[src/rtl/sps_pkg.sv]
`timescale 1ns/1ps
package sps_pkg;

  typedef enum logic [1:0] {
    PH_SIG = 2'd0,
    PH_REF = 2'd1,
    PH_OFS = 2'd2
  } phase_e;

  typedef enum logic [1:0] {
    ST_FAR = 2'd0,   // integrator side open, far side on new step
    ST_RUN = 2'd1,   // integrator side closed, waiting for a trip
    ST_BRK = 2'd2    // integrator side open, far side still on old step
  } stage_e;

  // Phase order: signal -> reference -> offset -> signal
  function automatic phase_e phase_after(input phase_e p);
    case (p)
      PH_SIG:  return PH_REF;
      PH_REF:  return PH_OFS;
      default: return PH_SIG;
    endcase
  endfunction

  // Number of comparator steps that make up one phase
  function automatic int unsigned steps_in_phase(input phase_e p,
                                                 input int unsigned ncap,
                                                 input int unsigned nodes);
    int unsigned full;
    full = ncap * nodes;
    case (p)
      PH_SIG:  return full;
      PH_REF:  return full;
      default: return (full / 2 > 0) ? full / 2 : 1;
    endcase
  endfunction

  // Whether the excitation inverts when step idx of phase p begins
  function automatic logic exc_flips(input phase_e p,
                                     input int unsigned idx,
                                     input int unsigned div);
    case (p)
      PH_SIG:  return 1'b1;
      PH_REF:  return (idx % div) == 0;
      default: return 1'b0;
    endcase
  endfunction

endpackage

[src/rtl/sps_stage_timer.sv]
`timescale 1ns/1ps
module sps_stage_timer
  import sps_pkg::*;
#(
  parameter int unsigned DEAD = 2,
  localparam int unsigned DLY_W = $clog2(DEAD + 1)
)(
  input  logic   clk,
  input  logic   rst_n,
  input  logic   trip,
  output stage_e stage,
  output logic   advance,
  output logic   inj
);

  logic [DLY_W-1:0] dly_q;
  logic             dly_last;

  assign dly_last = (dly_q == DLY_W'(DEAD - 1));
  // position moves on the last cycle of the break window
  assign advance  = (stage == ST_BRK) && dly_last;

  always_ff @(posedge clk or negedge rst_n) begin
    if (!rst_n) begin
      stage <= ST_FAR;
      dly_q <= '0;
      inj   <= 1'b0;
    end else begin
      inj <= 1'b0;
      case (stage)
        ST_FAR: begin
          if (dly_last) begin
            stage <= ST_RUN;
            dly_q <= '0;
            inj   <= 1'b1;
          end else begin
            dly_q <= dly_q + 1'b1;
          end
        end
        ST_RUN: begin
          if (trip) begin
            stage <= ST_BRK;
            dly_q <= '0;
          end
        end
        ST_BRK: begin
          if (dly_last) begin
            stage <= ST_FAR;
            dly_q <= '0;
          end else begin
            dly_q <= dly_q + 1'b1;
          end
        end
        default: begin
          stage <= ST_FAR;
          dly_q <= '0;
        end
      endcase
    end
  end

endmodule

[src/rtl/sps_position.sv]
`timescale 1ns/1ps
module sps_position
  import sps_pkg::*;
#(
  parameter int unsigned NCAP    = 8,
  parameter int unsigned NODES   = 5,
  parameter int unsigned EXC_DIV = 4,
  localparam int unsigned TOTAL  = NCAP * NODES,
  localparam int unsigned STEP_W = $clog2(TOTAL),
  localparam int unsigned CAP_W  = $clog2(NCAP),
  localparam int unsigned NODE_W = $clog2(NODES)
)(
  input  logic              clk,
  input  logic              rst_n,
  input  logic              advance,
  output phase_e            phase_q,
  output logic [CAP_W-1:0]  cap_q,
  output logic [NODE_W-1:0] node_q,
  output logic              exc_q
);

  logic [STEP_W-1:0] step_q;
  logic [STEP_W-1:0] last_idx;
  phase_e            n_phase;
  logic [STEP_W-1:0] n_step;
  logic [CAP_W-1:0]  n_cap;
  logic [NODE_W-1:0] n_node;
  logic              flip;

  assign last_idx = STEP_W'(steps_in_phase(phase_q, NCAP, NODES) - 1);

  always_comb begin
    if (step_q == last_idx) begin
      n_phase = phase_after(phase_q);
      n_step  = '0;
      n_cap   = '0;
      n_node  = '0;
    end else begin
      n_phase = phase_q;
      n_step  = step_q + 1'b1;
      n_cap   = cap_q;
      n_node  = node_q;
      if (phase_q == PH_REF) begin
        // walk down the divider, then hand over to the next capacitor
        if (node_q == NODE_W'(NODES - 1)) begin
          n_node = '0;
          n_cap  = cap_q + 1'b1;
        end else begin
          n_node = node_q + 1'b1;
        end
      end
    end
    flip = exc_flips(n_phase, 32'(n_step), EXC_DIV);
  end

  always_ff @(posedge clk or negedge rst_n) begin
    if (!rst_n) begin
      phase_q <= PH_SIG;
      step_q  <= '0;
      cap_q   <= '0;
      node_q  <= '0;
      exc_q   <= 1'b0;
    end else if (advance) begin
      phase_q <= n_phase;
      step_q  <= n_step;
      cap_q   <= n_cap;
      node_q  <= n_node;
      exc_q   <= exc_q ^ flip;
    end
  end

endmodule

[src/rtl/sps_switch_map.sv]
`timescale 1ns/1ps
module sps_switch_map
  import sps_pkg::*;
#(
  parameter int unsigned NCAP  = 8,
  parameter int unsigned NODES = 5,
  localparam int unsigned CAP_W  = $clog2(NCAP),
  localparam int unsigned NODE_W = $clog2(NODES)
)(
  input  phase_e            phase,
  input  logic [CAP_W-1:0]  cap_idx,
  input  logic [NODE_W-1:0] node_idx,
  input  stage_e            stage,
  output logic [NCAP-1:0]   cap_en,
  output logic [NODES-1:0]  tap_en,
  output logic              brg_en,
  output logic              gnd_en,
  output logic              intg_en,
  output logic              rgnd_en
);

  logic in_ref;
  logic closed;
  logic precharge;

  assign in_ref = (phase == PH_REF);

  for (genvar i = 0; i < NCAP; i++) begin : g_cap
    assign cap_en[i] = in_ref ? (cap_idx == CAP_W'(i)) : 1'b1;
  end

  for (genvar j = 0; j < NODES; j++) begin : g_tap
    assign tap_en[j] = in_ref && (node_idx == NODE_W'(j));
  end

  assign brg_en    = (phase == PH_SIG);
  assign gnd_en    = (phase == PH_OFS);
  assign closed    = (stage == ST_RUN);
  assign precharge = in_ref && (node_idx == '0);
  assign rgnd_en   = closed && precharge;
  assign intg_en   = closed && !precharge;

endmodule

[src/rtl/pw_switch_seq.sv]
`timescale 1ns/1ps
module pw_switch_seq
  import sps_pkg::*;
#(
  parameter int unsigned NCAP    = 8,
  parameter int unsigned NODES   = 5,
  parameter int unsigned DEAD    = 2,
  parameter int unsigned EXC_DIV = 4,
  localparam int unsigned CAP_W  = $clog2(NCAP),
  localparam int unsigned NODE_W = $clog2(NODES)
)(
  input  logic             clk,
  input  logic             rst_n,
  input  logic             cmp_trip,
  output logic [NCAP-1:0]  cap_en,
  output logic [NODES-1:0] tap_en,
  output logic             brg_en,
  output logic             gnd_en,
  output logic             intg_en,
  output logic             rgnd_en,
  output logic             ofs_inj,
  output logic             exc_pol,
  output logic [1:0]       phase_tag
);

  stage_e            stage_w;
  logic              advance_w;
  phase_e            phase_w;
  logic [CAP_W-1:0]  cap_w;
  logic [NODE_W-1:0] node_w;

  sps_stage_timer #(.DEAD(DEAD)) u_timer (
    .clk     (clk),
    .rst_n   (rst_n),
    .trip    (cmp_trip),
    .stage   (stage_w),
    .advance (advance_w),
    .inj     (ofs_inj)
  );

  sps_position #(.NCAP(NCAP), .NODES(NODES), .EXC_DIV(EXC_DIV)) u_pos (
    .clk     (clk),
    .rst_n   (rst_n),
    .advance (advance_w),
    .phase_q (phase_w),
    .cap_q   (cap_w),
    .node_q  (node_w),
    .exc_q   (exc_pol)
  );

  sps_switch_map #(.NCAP(NCAP), .NODES(NODES)) u_map (
    .phase    (phase_w),
    .cap_idx  (cap_w),
    .node_idx (node_w),
    .stage    (stage_w),
    .cap_en   (cap_en),
    .tap_en   (tap_en),
    .brg_en   (brg_en),
    .gnd_en   (gnd_en),
    .intg_en  (intg_en),
    .rgnd_en  (rgnd_en)
  );

  assign phase_tag = phase_w;

endmodule

[config.mk]
export PLATFORM = sky130hd
export DESIGN_NAME = pw_switch_seq
export DESIGN_NICKNAME = d
export VERILOG_FILES = /design/src/rtl/sps_pkg.sv /design/src/rtl/sps_stage_timer.sv /design/src/rtl/sps_position.sv /design/src/rtl/sps_switch_map.sv /design/src/rtl/pw_switch_seq.sv
export SDC_FILE = /design/constraint.sdc
export NUM_CORES = 1
export LEC_CHECK = 0
export ABC_AREA = 0
export CORE_MARGIN = 2
export CORE_UTILIZATION = 46
export CTS_BUF_LIST = sky130_fd_sc_hd__clkbuf_4 sky130_fd_sc_hd__clkbuf_8
export CTS_CLUSTER_SIZE = 40
export DETAILED_ROUTE_END_ITERATION = 7
export PLACE_DENSITY_LB_ADDON = 0.12
export REMOVE_ABC_BUFFERS = 1
export SLEW_MARGIN = 20
export SYNTH_ARGS = -nofsm -noshare
export SYNTH_HDL_FRONTEND = slang
export SYNTH_SLANG_ARGS = --single-unit
[constraint.sdc]
create_clock -name clk -period 2.65 [get_ports clk]
set_input_delay 0.265 -clock clk [delete_from_list [all_inputs] [get_ports clk]]
set_output_delay 0.265 -clock clk [all_outputs]
set_load 0.02 [all_outputs]
==> results_dict.tcl <==
set metrics [dict create \
    hold_buffers 0 \
    viasPerCell 5.45 \
    path_clk_slew_ps 120 \
    drt_iter0_markers 7 \
    clockBufferDepth 2 \
    fin_skew_ps 8.38 \
    critical_path_class "reg -> out" \
    ant_nets 0 \
    multi_input_area_um2 687 \
    utilization 0.611 \
    p_comb_frac 0.301 \
    clk_latency_ps 300 \
    synth-seq-area-share 0.401 \
    hpwl_mm 1.90 \
    grt_antenna_before_repair 0 \
    wl_per_cell_um 13.4 \
    grt_overflow_total 0 \
    syn_area_mm2 0.00125 \
    nFillCells 230 \
    pwr-share-clk 0.202 \
    synth_area_per_cell_um2 9.52 \
    min_period_ps 2410 \
    rsz0062_at_grt "no" \
    setup_tns_ps 0 \
    start_util 0.495 \
    synth-xor-area-share 0.00702 \
    synth_compound_area_frac 0.157 \
    required_ps 2380 \
    synth_edf_count 0 \
    synth_mux_area_frac 0.0181 \
    cts_setup_buffers 0 \
    routed_wl_mm 2.49 \
    drtPass1Iterations 4 \
    io_pins 24 \
    n_antenna_cell 0 \
    yosys_warnings 0 \
    fmax_mhz 416 \
    crit_fanout 12 \
    p_sw_uw 314 \
    grt_pass1_vias 1041 \
    p_int_uw 579 \
    clockRootBuffer "clkbuf_4" \
    numClockSinks 20 \
    cp.arrival_ps 2140 \
    cts_buffers 3 \
    nets 172 \
    p_per_area_mw_per_mm2 580 \
    grt_usage 0.175 \
    max-cap-violations 0 \
    cts_resized 0 \
    rows 18 \
    drive_above_1_share 0.0769 \
    gp_congestion 0.797 \
    yosys_most_used_dff "dfrtp_1" \
    grt_max_degree 21 \
    setup_viol 0 \
    status "finished clean" \
    synth_fa_ha_area_frac 0.120 \
    relSlewSlack 0.768 \
    slew_violations 0 \
    worstMarginPinSlew_ps 348 \
    static-leakage-power_nw 0.666 \
    ff_latch_area_um2 500 \
    die_width_um 56.1 \
    synth_top_family_by_area "simple AND/OR/NAND/NOR gates" \
    pwr-share-seq 0.497 \
    die_h_um 56.1 \
    synth_simple_gate_area_share 0.248 \
    drc 0 \
    syn_to_final_growth_pct 23.5 \
    final_common_cell "clkdlybuf4s50_1" \
    portBuffers 23 \
    synthCells 131 \
    start_kind "flip-flop" \
    async_flop_share 1.00 \
    switching_share 0.352 \
    core_mm2 0.00252 \
    htreeDepth 1 \
    endpoint_kind "primary output" \
    dr_total_vias 1014 \
    die-area_mm2 0.00314 \
    yosysUniqueCellTypes 38 \
    ys_ff_latch 20 \
    layout_common_cells "clkdlybuf4s50_1 (23), dfrtp_1 (20), nand2_1 (17), ha_1 (12), inv_1 (9)" \
    grt_pass1_wl_mm 4.48 \
    hold_path_class "in -> async" \
    ir_drop_uv 606 \
    cts_tree "yes" \
    post-route-period-util 0.908 \
    hold_viol 0 \
]
-- worst max-delay path, stage by stage, from the launching register on --
cell and delay [ps]:
dfrtp_1 480, and2b_1 440, and3_1 290, clkdlybuf4s50_1 630
-- synthesized netlist by cell type (2+ instances only) --
| library cell | count | share of area |
|---|---|---|
| clkbuf_1 | 2 | 0.0060 |
| a21o_1 | 4 | 0.024 |
| o31ai_1 | 2 | 0.012 |
| nand2_1 | 17 | 0.051 |
| and2b_1 | 2 | 0.012 |
| and3_1 | 4 | 0.020 |
| mux2_1 | 2 | 0.018 |
| o2bb2ai_1 | 3 | 0.021 |
| nand2b_1 | 5 | 0.025 |
| a21oi_1 | 4 | 0.016 |
| inv_1 | 9 | 0.027 |
| o22ai_1 | 3 | 0.015 |
| o21ai_0 | 7 | 0.028 |
| dfrtp_1 | 20 | 0.40 |
| nor2_1 | 6 | 0.018 |
| nor2b_1 | 2 | 0.010 |
| nand3b_1 | 2 | 0.012 |
| nand3_1 | 4 | 0.016 |
| ha_1 | 12 | 0.12 |
| nor3_1 | 2 | 0.0080 |
| o21a_1 | 2 | 0.012 |
-- metrics by stage --
stage	hold slack [ps]	instances	setup slack, ps	instance area, um^2	power (mW)
final	284	186	243	1540	0.893
after global routing	320	186	122	1540	0.957
after CTS	285	186	246	1540	0.905
after detailed placement	464	182	602	1500	0.721
after global placement	456	182	634	1500	0.710
after floorplan	-30.6	127	799	1220	0.614
-- worst paths after layout --
check / from / to / cells past startpoint / slack [ps]
setup / recovery: u_pos.phase_q[1] / tap_en[4] / 3 / 240
hold / removal: rst_n / u_pos.phase_q[0] / 2 / 280
setup reg to reg: u_pos.step_q[0] / u_pos.phase_q[0] / 5 / 980
hold reg to reg: u_pos.exc_q / u_pos.exc_q / 1 / 480
max in group asynchronous: rst_n / u_pos.step_q[4] / 2 / 2150
min in group clk: u_pos.exc_q / u_pos.exc_q / 1 / 480
-- power by group through the flow --
stage / Sequential (mW) / Combinational [mW] / Clock (mW)
after floorplan: 0.448 / 0.166 / 0
after global placement: 0.445 / 0.265 / 0
after detailed placement: 0.448 / 0.273 / 0
after CTS: 0.444 / 0.274 / 0.187
after global routing: 0.457 / 0.305 / 0.195
final: 0.444 / 0.269 / 0.181
-- area by class of cell --
type | instances | share of cell area
Multi-Input combinational cell | 98 | 0.446
Timing Repair Buffer | 25 | 0.159
Clock buffer | 4 | 0.0236
Tap cell | 30 | 0.0244
Inverter | 9 | 0.0219
Sequential cell | 20 | 0.325
-- state kept, by name, indices dropped and copies added (netlist names) --
register / cells
u_pos.phase_q: 2
u_pos.node_q: 3
u_timer.stage: 2
u_timer.inj: 1
u_timer.dly_q: 2
u_pos.cap_q: 3
u_pos.exc_q: 1
u_pos.step_q: 6
-- routing by layer --
metal | vias up | routed length (um) | global-route usage
met5 | - | 0 | 0
met4 | 0 | 10 | 0.0476
met3 | 2 | 90 | 0.0233
met2 | 23 | 1260 | 0.313
met1 | 480 | 1140 | 0.218
li1 | 509 | - | -
-- cells by family (layout without fill, tap and decap cells) --
family | count (synthesis) | after routing
flip-flops | 20 | 20
adder cells (fa/ha/maj) | 12 | 12
AO/OA/AOI/OAI | 29 | 29
AND/OR/NAND/NOR | 54 | 54
multiplexers | 2 | 2
XOR/XNOR | 1 | 1
buffers and inverters | 13 | 38
Note: power is estimated with default switching activity, not from simulation.
